$ cat config.mk
export PLATFORM = sky130hd
export DESIGN_NAME = conv_i2c_slave
export DESIGN_NICKNAME = d
export VERILOG_FILES = /design/src/rtl/i2cs_pkg.sv /design/src/rtl/i2cs_line_sync.sv /design/src/rtl/i2cs_proto.sv /design/src/rtl/i2cs_phase.sv /design/src/rtl/conv_i2c_slave.sv
export SDC_FILE = /design/constraint.sdc
export NUM_CORES = 1
export LEC_CHECK = 0
export BUFFER_PORTS_ARGS = -buffer_cell sky130_fd_sc_hd__buf_2
export CAP_MARGIN = 25
export CORE_MARGIN = 2
export CORE_UTILIZATION = 45
export CTS_CLUSTER_SIZE = 10
export DETAILED_ROUTE_END_ITERATION = 10
export PLACE_DENSITY = 0.64
export SLEW_MARGIN = 20
export SYNTH_ARGS = -nofsm -noshare
export SYNTH_HDL_FRONTEND = slang
export SYNTH_SLANG_ARGS = --single-unit
$ cat constraint.sdc
create_clock -name clk -period 2.2 [get_ports clk]
set_input_delay 0.22 -clock clk [delete_from_list [all_inputs] [get_ports clk]]
set_output_delay 0.22 -clock clk [all_outputs]
set_load 0.005 [all_outputs]
$ cat src/rtl/i2cs_pkg.sv
// Package: shared types for the converter control slave.
// Assumes nothing beyond a synthesizable enum encoding.
package i2cs_pkg;

    // Protocol engine phases
    typedef enum logic [2:0] {
        ST_IDLE,   // not addressed, SDA released
        ST_RX,     // shifting in an address or data byte
        ST_ACK,    // holding SDA low for an acknowledge
        ST_TX,     // shifting out a result byte
        ST_TXACK   // waiting for the master's ACK or NAK
    } i2cs_state_e;

endpackage

$ cat src/rtl/i2cs_line_sync.sv
// Module: i2cs_line_sync
// Brings SCL and SDA into the clk domain through STAGES flops and derives
// SCL edges plus Start/Stop events (SDA edge while SCL is high).
// Assumes clk is several times faster than SCL and STAGES >= 2.
module i2cs_line_sync #(
    parameter int STAGES = 2
) (
    input  logic clk,
    input  logic rst_n,
    input  logic scl_i,
    input  logic sda_i,
    output logic scl_s,
    output logic sda_s,
    output logic scl_rise,
    output logic scl_fall,
    output logic start_det,
    output logic stop_det
);
    logic [STAGES-1:0][1:0] chain;
    logic [1:0]             prev;

    // Shift the raw line pair through the synchroniser chain; idle bus is high
    always_ff @(posedge clk) begin
        if (!rst_n) begin
            chain <= '1;
            prev  <= 2'b11;
        end else begin
            chain <= {chain[STAGES-2:0], {scl_i, sda_i}};
            prev  <= chain[STAGES-1];
        end
    end

    assign scl_s = chain[STAGES-1][1];
    assign sda_s = chain[STAGES-1][0];

    // Edge and bus-condition decode from current and previous sampled values
    always_comb begin
        scl_rise  = scl_s & ~prev[1];
        scl_fall  = ~scl_s & prev[1];
        start_det = scl_s & prev[1] & prev[0] & ~sda_s;
        stop_det  = scl_s & prev[1] & ~prev[0] & sda_s;
    end

endmodule

$ cat src/rtl/i2cs_proto.sv
// Module: i2cs_proto
// Bit-level slave engine: address match (own and broadcast), write-byte
// capture, result read-out and Stop-driven trigger generation.
// Assumes synchronised lines and single-cycle event strobes from i2cs_line_sync.
module i2cs_proto
    import i2cs_pkg::*;
#(
    parameter logic [6:0] DEV_ADDR     = 7'h29,
    parameter logic [6:0] GLOBAL_ADDR  = 7'b1110111,
    parameter int         CHAN_W       = 4,
    parameter int         RESULT_BYTES = 3
) (
    input  logic                      clk,
    input  logic                      rst_n,
    input  logic                      scl_s,
    input  logic                      sda_s,
    input  logic                      scl_rise,
    input  logic                      scl_fall,
    input  logic                      start_det,
    input  logic                      stop_det,
    input  logic                      busy,
    input  logic [8*RESULT_BYTES-1:0] rd_word,
    output logic                      sda_oe,
    output logic                      trig,
    output logic                      pend_valid,
    output logic [CHAN_W-1:0]         pend_chan
);
    localparam int IDX_W = $clog2(RESULT_BYTES + 1);

    i2cs_state_e      st;
    logic [7:0]       sh;
    logic [7:0]       tx;
    logic [2:0]       cnt;
    logic [IDX_W-1:0] idx;
    logic             full, is_addr, rd_mode, glob_q, accepted, mst_ack;
    logic [7:0]       first_byte, next_byte;

    // Result byte k counted from the most significant end; padding past the end
    function automatic logic [7:0] pick(input int k);
        if (k >= RESULT_BYTES) return 8'hFF;
        return rd_word[(RESULT_BYTES-1-k)*8 +: 8];
    endfunction

    // Bytes to load at the start of a read and after each master ACK
    always_comb begin
        first_byte = pick(0);
        next_byte  = pick(int'(idx) + 1);
    end

    // Protocol state machine; SDA changes only on SCL falls
    always_ff @(posedge clk) begin
        if (!rst_n) begin
            st         <= ST_IDLE;
            sh         <= '0;
            tx         <= '1;
            cnt        <= '0;
            idx        <= '0;
            full       <= 1'b0;
            is_addr    <= 1'b0;
            rd_mode    <= 1'b0;
            glob_q     <= 1'b0;
            accepted   <= 1'b0;
            mst_ack    <= 1'b0;
            sda_oe     <= 1'b0;
            trig       <= 1'b0;
            pend_valid <= 1'b0;
            pend_chan  <= '0;
        end else begin
            trig <= 1'b0;
            if (trig) pend_valid <= 1'b0;
            if (stop_det) begin
                st       <= ST_IDLE;
                sda_oe   <= 1'b0;
                trig     <= accepted;
                accepted <= 1'b0;
            end else if (start_det) begin
                st      <= ST_RX;
                is_addr <= 1'b1;
                cnt     <= '0;
                full    <= 1'b0;
                sda_oe  <= 1'b0;
            end else begin
                case (st)
                    ST_RX: begin
                        if (scl_rise) begin
                            sh  <= {sh[6:0], sda_s};
                            cnt <= cnt + 3'd1;
                            if (cnt == 3'd7) full <= 1'b1;
                        end else if (scl_fall && full) begin
                            full <= 1'b0;
                            cnt  <= '0;
                            if (is_addr) begin
                                if (!busy && (sh[7:1] == DEV_ADDR ||
                                              (sh[7:1] == GLOBAL_ADDR && !sh[0]))) begin
                                    sda_oe   <= 1'b1;
                                    st       <= ST_ACK;
                                    rd_mode  <= sh[0];
                                    glob_q   <= (sh[7:1] != DEV_ADDR);
                                    accepted <= 1'b1;
                                end else begin
                                    st <= ST_IDLE;
                                end
                            end else begin
                                sda_oe     <= 1'b1;
                                st         <= ST_ACK;
                                rd_mode    <= 1'b0;
                                pend_valid <= 1'b1;
                                pend_chan  <= sh[CHAN_W-1:0];
                            end
                        end
                    end
                    ST_ACK: begin
                        if (scl_fall) begin
                            cnt <= '0;
                            if (rd_mode) begin
                                idx    <= '0;
                                tx     <= first_byte;
                                sda_oe <= ~first_byte[7];
                                st     <= ST_TX;
                            end else begin
                                sda_oe  <= 1'b0;
                                is_addr <= 1'b0;
                                st      <= ST_RX;
                            end
                        end
                    end
                    ST_TX: begin
                        if (scl_fall) begin
                            cnt <= cnt + 3'd1;
                            if (cnt == 3'd7) begin
                                sda_oe <= 1'b0;
                                st     <= ST_TXACK;
                            end else begin
                                tx     <= {tx[6:0], 1'b1};
                                sda_oe <= ~tx[6];
                            end
                        end
                    end
                    ST_TXACK: begin
                        if (scl_rise) begin
                            mst_ack <= ~sda_s;
                        end else if (scl_fall) begin
                            if (mst_ack) begin
                                if (int'(idx) < RESULT_BYTES) idx <= idx + 1'b1;
                                tx     <= next_byte;
                                sda_oe <= ~next_byte[7];
                                cnt    <= '0;
                                st     <= ST_TX;
                            end else begin
                                st <= ST_IDLE;
                            end
                        end
                    end
                    default: st <= ST_IDLE;
                endcase
            end
        end
    end

    AST_PULL_ONLY_SCL_LOW: assert property (@(posedge clk) disable iff (!rst_n)
        $rose(sda_oe) |-> !$past(scl_s));
    AST_NO_GLOBAL_READ: assert property (@(posedge clk) disable iff (!rst_n)
        (st == ST_TX) |-> !glob_q);
    AST_NO_ACK_WHEN_BUSY: assert property (@(posedge clk) disable iff (!rst_n)
        (st == ST_ACK && is_addr) |-> !busy);
    AST_TRIG_NEEDS_ACCEPT: assert property (@(posedge clk) disable iff (!rst_n)
        trig |-> $past(accepted));

endmodule

$ cat src/rtl/i2cs_phase.sv
// Module: i2cs_phase
// Tracks the sleep/converting/data-ready phases, issues the conversion
// start pulse, applies a pending channel and holds the finished result.
// Assumes trig is a single-cycle strobe and CHAN_W <= 8.
module i2cs_phase #(
    parameter int CHAN_W       = 4,
    parameter int RESULT_BYTES = 3
) (
    input  logic                      clk,
    input  logic                      rst_n,
    input  logic                      trig,
    input  logic                      pend_valid,
    input  logic [CHAN_W-1:0]         pend_chan,
    input  logic                      conv_done,
    input  logic [8*RESULT_BYTES-1:0] result,
    output logic                      conv_start,
    output logic                      busy,
    output logic [CHAN_W-1:0]         chan_sel,
    output logic [8*RESULT_BYTES-1:0] hold
);
    // Start pulse, busy window, channel update and result capture
    always_ff @(posedge clk) begin
        if (!rst_n) begin
            conv_start <= 1'b0;
            busy       <= 1'b0;
            chan_sel   <= '0;
            hold       <= '0;
        end else begin
            conv_start <= trig;
            if (trig && pend_valid) chan_sel <= pend_chan;
            if (trig)           busy <= 1'b1;
            else if (conv_done) busy <= 1'b0;
            if (conv_done) hold <= result;
        end
    end

    AST_START_ONE_CYCLE: assert property (@(posedge clk) disable iff (!rst_n)
        conv_start |=> !conv_start);
    AST_CHAN_WITH_START: assert property (@(posedge clk) disable iff (!rst_n)
        !$stable(chan_sel) |-> conv_start);
    AST_DONE_ENDS_BUSY: assert property (@(posedge clk) disable iff (!rst_n)
        (conv_done && !trig) |=> !busy);

endmodule

$ cat src/rtl/conv_i2c_slave.sv
// Module: conv_i2c_slave (top)
// Two-wire slave controlling a converter: own and broadcast addressing,
// optional channel write, Stop-triggered conversion, result read-out.
// Assumes open-drain lines split into in/oe, clk much faster than SCL.
module conv_i2c_slave #(
    parameter logic [6:0] DEV_ADDR     = 7'h29,
    parameter logic [6:0] GLOBAL_ADDR  = 7'b1110111,
    parameter int         CHAN_W       = 4,
    parameter int         RESULT_BYTES = 3,
    parameter int         SYNC_STAGES  = 2
) (
    input  logic                      clk,
    input  logic                      rst_n,
    input  logic                      scl_i,
    input  logic                      sda_i,
    output logic                      sda_o,
    output logic                      sda_oe,
    output logic [CHAN_W-1:0]         chan_sel,
    output logic                      conv_start,
    input  logic                      conv_done,
    input  logic [8*RESULT_BYTES-1:0] result
);
    logic scl_s, sda_s, scl_rise, scl_fall, start_det, stop_det;
    logic busy, trig, pend_valid;
    logic [CHAN_W-1:0]         pend_chan;
    logic [8*RESULT_BYTES-1:0] hold;

    assign sda_o = 1'b0;

    i2cs_line_sync #(.STAGES(SYNC_STAGES)) u_sync (
        .clk(clk), .rst_n(rst_n), .scl_i(scl_i), .sda_i(sda_i),
        .scl_s(scl_s), .sda_s(sda_s), .scl_rise(scl_rise), .scl_fall(scl_fall),
        .start_det(start_det), .stop_det(stop_det)
    );

    i2cs_proto #(
        .DEV_ADDR(DEV_ADDR), .GLOBAL_ADDR(GLOBAL_ADDR),
        .CHAN_W(CHAN_W), .RESULT_BYTES(RESULT_BYTES)
    ) u_proto (
        .clk(clk), .rst_n(rst_n), .scl_s(scl_s), .sda_s(sda_s),
        .scl_rise(scl_rise), .scl_fall(scl_fall),
        .start_det(start_det), .stop_det(stop_det),
        .busy(busy), .rd_word(hold), .sda_oe(sda_oe), .trig(trig),
        .pend_valid(pend_valid), .pend_chan(pend_chan)
    );

    i2cs_phase #(.CHAN_W(CHAN_W), .RESULT_BYTES(RESULT_BYTES)) u_phase (
        .clk(clk), .rst_n(rst_n), .trig(trig), .pend_valid(pend_valid),
        .pend_chan(pend_chan), .conv_done(conv_done), .result(result),
        .conv_start(conv_start), .busy(busy), .chan_sel(chan_sel), .hold(hold)
    );

endmodule

==> impl_metrics.ini <==
[run_status]
status = finished clean

[worst_hold_path]
hold_path.class = input port to flip-flop
min_from = scl_i
hold_end = u_sync.chain[1]
hold_depth = 2

[worst_setup_path]
path_max_fanout = 12
required_ps = 2430
rrSetupSlack_ps = 210
crit_type = flip-flop to flip-flop
worstReg2RegStart = u_proto.st[2]
timing.rr.end = u_proto.tx[5]
critPathCaptureType = flip-flop
arrival_ps = 2220
start_kind = flip-flop
reg2reg_depth = 5

[global_route]
grt_pass1_wl_mm = 13.12
grt_antenna_before_repair = 0
grt_usage_pct = 19.15
grt_max_degree = 46
gr-total-overflow = 0
first_global_vias = 2665

[drt]
wire_per_inst_um = 14.79
drc_errors = 0
dr.pass1.iters = 4
wirelength_mm = 7.719
drt_iter0_markers = 210
via_count = 2897
ant_nets = 0
viasPerCell = 5.550

[clocking]
clkSinkCount = 71
clk_pin_slew_ps = 80
numCtsBuffers = 9
clk-insertion-delay-late_ps = 350
post_cts_buffers = 0
cts_hold_buf = 0
cts_tree = built
cts_root_buf = clkbuf_8
clk_path_buf_depth = 2
cts-resized-gates = 0
htreeDepth = 3

[synthesis]
synthesis.area_um2 = 3521
yosysTopAreaCellShare_pct = 40.37
yosys_warnings = 0
seq_area_frac_synth_pct = 40.37
yosys-top-cells-area = dfxtp_1 40%, mux2i_1 12%, nor2b_1 7.6%
yosysTopAreaCell = dfxtp_1
ys_types = 59
synth_nets = 421
syn_inst = 385
synth-seq-cells = 71
synth_commonest_cells = 71 x dfxtp_1, 43 x nor2b_1, 41 x mux2i_1, 22 x nor2_1, 21 x nand2_1
async_flop_share_pct = 0
synth_most_common_cell = dfxtp_1
synth_area_per_cell_um2 = 9.145
synth-main-ff-cell = dfxtp_1
synth_edf_count = 0

[timing]
relSlewSlack_pct = 50.76
rsz0062_at_grt = false
clock.fmax_mhz = 502.3
drv_slew = 0
tightest_slew_ps = 738.6
tns_ps = 0
post-route-period-util_pct = 90.50
setup_viol = 0
final-hold-violation-count = 0
period_needed_ps = 1991
skew_ps = 12.09
holdWs_ps = 50.42

[cells_and_area]
synthToLayoutAreaGrowth_pct = 13.79
drive_gt1_share_pct = 17.62
fillCellCount = 719
nets = 451
antenna_cells = 0
instances_no_fill = 522

[placement]
portBuffers = 34
placed_cells = 506
place_congestion = 0.9180
dp_hpwl_mm = 5.488

[floorplan]
boundaryPins = 36
start_util_pct = 46.04
die_h_um = 92.46
core_area_um2 = 7647
chipWidth_um = 92.46
fp.dieArea_um2 = 8548
fp-row-count = 32

[job]
maxCapViolations = 0

[power_and_ir_drop]
power_leakage_uw = 0.001575
pwr-share-comb_pct = 6.6
power.density_nw_per_um2 = 680.1
p_clk_share_pct = 43.9
power_switching_uw = 663.0
internal-power_uw = 2062
vdd_drop_max_v = 0.0003768
p_sw_share_pct = 24.33
power_frac_seq_pct = 49.5
## final cells by class
| cell class | instances | area [µm²] | share of cell area, % |
|---|---|---|---|
| Multi-Input combinational cell | 279 | 1948 | 48.63 |
| Tap cell | 102 | 127.6 | 3.186 |
| Sequential cell | 71 | 1421 | 35.48 |
| Clock inverter | 7 | 102.6 | 2.561 |
| Inverter | 10 | 37.54 | 0.9369 |
| Clock buffer | 9 | 123.9 | 3.092 |
| Timing Repair Buffer | 44 | 245.2 | 6.121 |
## per-stage QoR
stage          power, µW  utilization (%)  worst slack (ps)  area [µm²]
4_1_cts             2757            52.36             159.2        4004
6_report            2725            52.39             209.0        4006
3_3_place_gp        1555            49.39             222.4        3777
5_1_grt             2847            52.39             92.61        4006
2_1_floorplan       1500                -             84.15        3522
3_5_place_dp        1559            49.39             158.7        3777
## logic make-up (layout without fill, tap and decap cells)
| logic type | Yosys count | count (layout) | share of synthesized area [%] |
|---|---|---|---|
| xor gates and xnor gates | 1 | 1 | 0.2488 |
| adders and majority gates | 7 | 7 | 2.487 |
| other | 1 | 1 | 0.1065 |
| buffers and inverters | 35 | 70 | 4.371 |
| and+or+nand+nor | 148 | 148 | 24.45 |
| DFF | 71 | 71 | 40.37 |
| AOI/OAI and AO/OA | 81 | 81 | 16.31 |
| muxes | 41 | 41 | 11.66 |
## how the worst max path moves through the flow
stage,startpoint,to,slack [ps],cells after the start
finish,u_proto.st[2],u_proto.tx[5],210,5
floorplan,u_proto.idx[0],u_proto.tx[0],80,9
detailed placement,u_sync.prev[1],u_proto.tx[4],160,4
global placement,u_sync.prev[1],u_proto.tx[6],220,4
global route,u_sync.prev[1],u_proto.tx[6],90,4
CTS,u_sync.prev[1],u_proto.tx[4],160,4
## cell usage in the layout, fill, tap and decap left out, types with 10 or more instances in the layout
master     n
nand2b_1  12
nand2_1   21
dfxtp_1   71
nor2_1    22
a21oi_1   18
nand3_1   14
nor2b_1   42
buf_2     34
o21ai_0   13
buf_4     10
mux2i_1   41
## sequential cells by signal, indices dropped and copies added, names as in the netlist, 2 cells and up
name	flops
u_proto.st	3
u_proto.pend_chan	4
u_phase.hold	24
u_proto.idx	2
u_proto.cnt	3
u_proto.tx	7
u_sync.prev	2
u_sync.chain	2
u_phase.chan_sel	4
u_proto.sh	8
## power groups by stage
stage | sequential, µW | clock [µW] | combinational, µW
floorplan | 1360 | 0 | 136
global placement | 1380 | 0 | 176
detailed placement | 1380 | 0 | 180
CTS | 1350 | 1230 | 181
global route | 1350 | 1290 | 202
finish | 1350 | 1200 | 180
## layer usage
metal | global-route usage (%) | vias to the layer above | wire (µm)
li1 | - | 1435 | -
met1 | 27.83 | 1381 | 3894
met2 | 27.80 | 66 | 3414
met3 | 3.743 | 15 | 263
met4 | 7.587 | 0 | 146
met5 | 0 | - | 0
## critical path, stage by stage (launching register included)
cell and delay [ps]:
dfxtp_1 520, or3b_4 520, o211a_1 320, nand2_1 90, nand2_1 180, o22a_1 250
No activity file was read; power rests on OpenSTA's default activity.
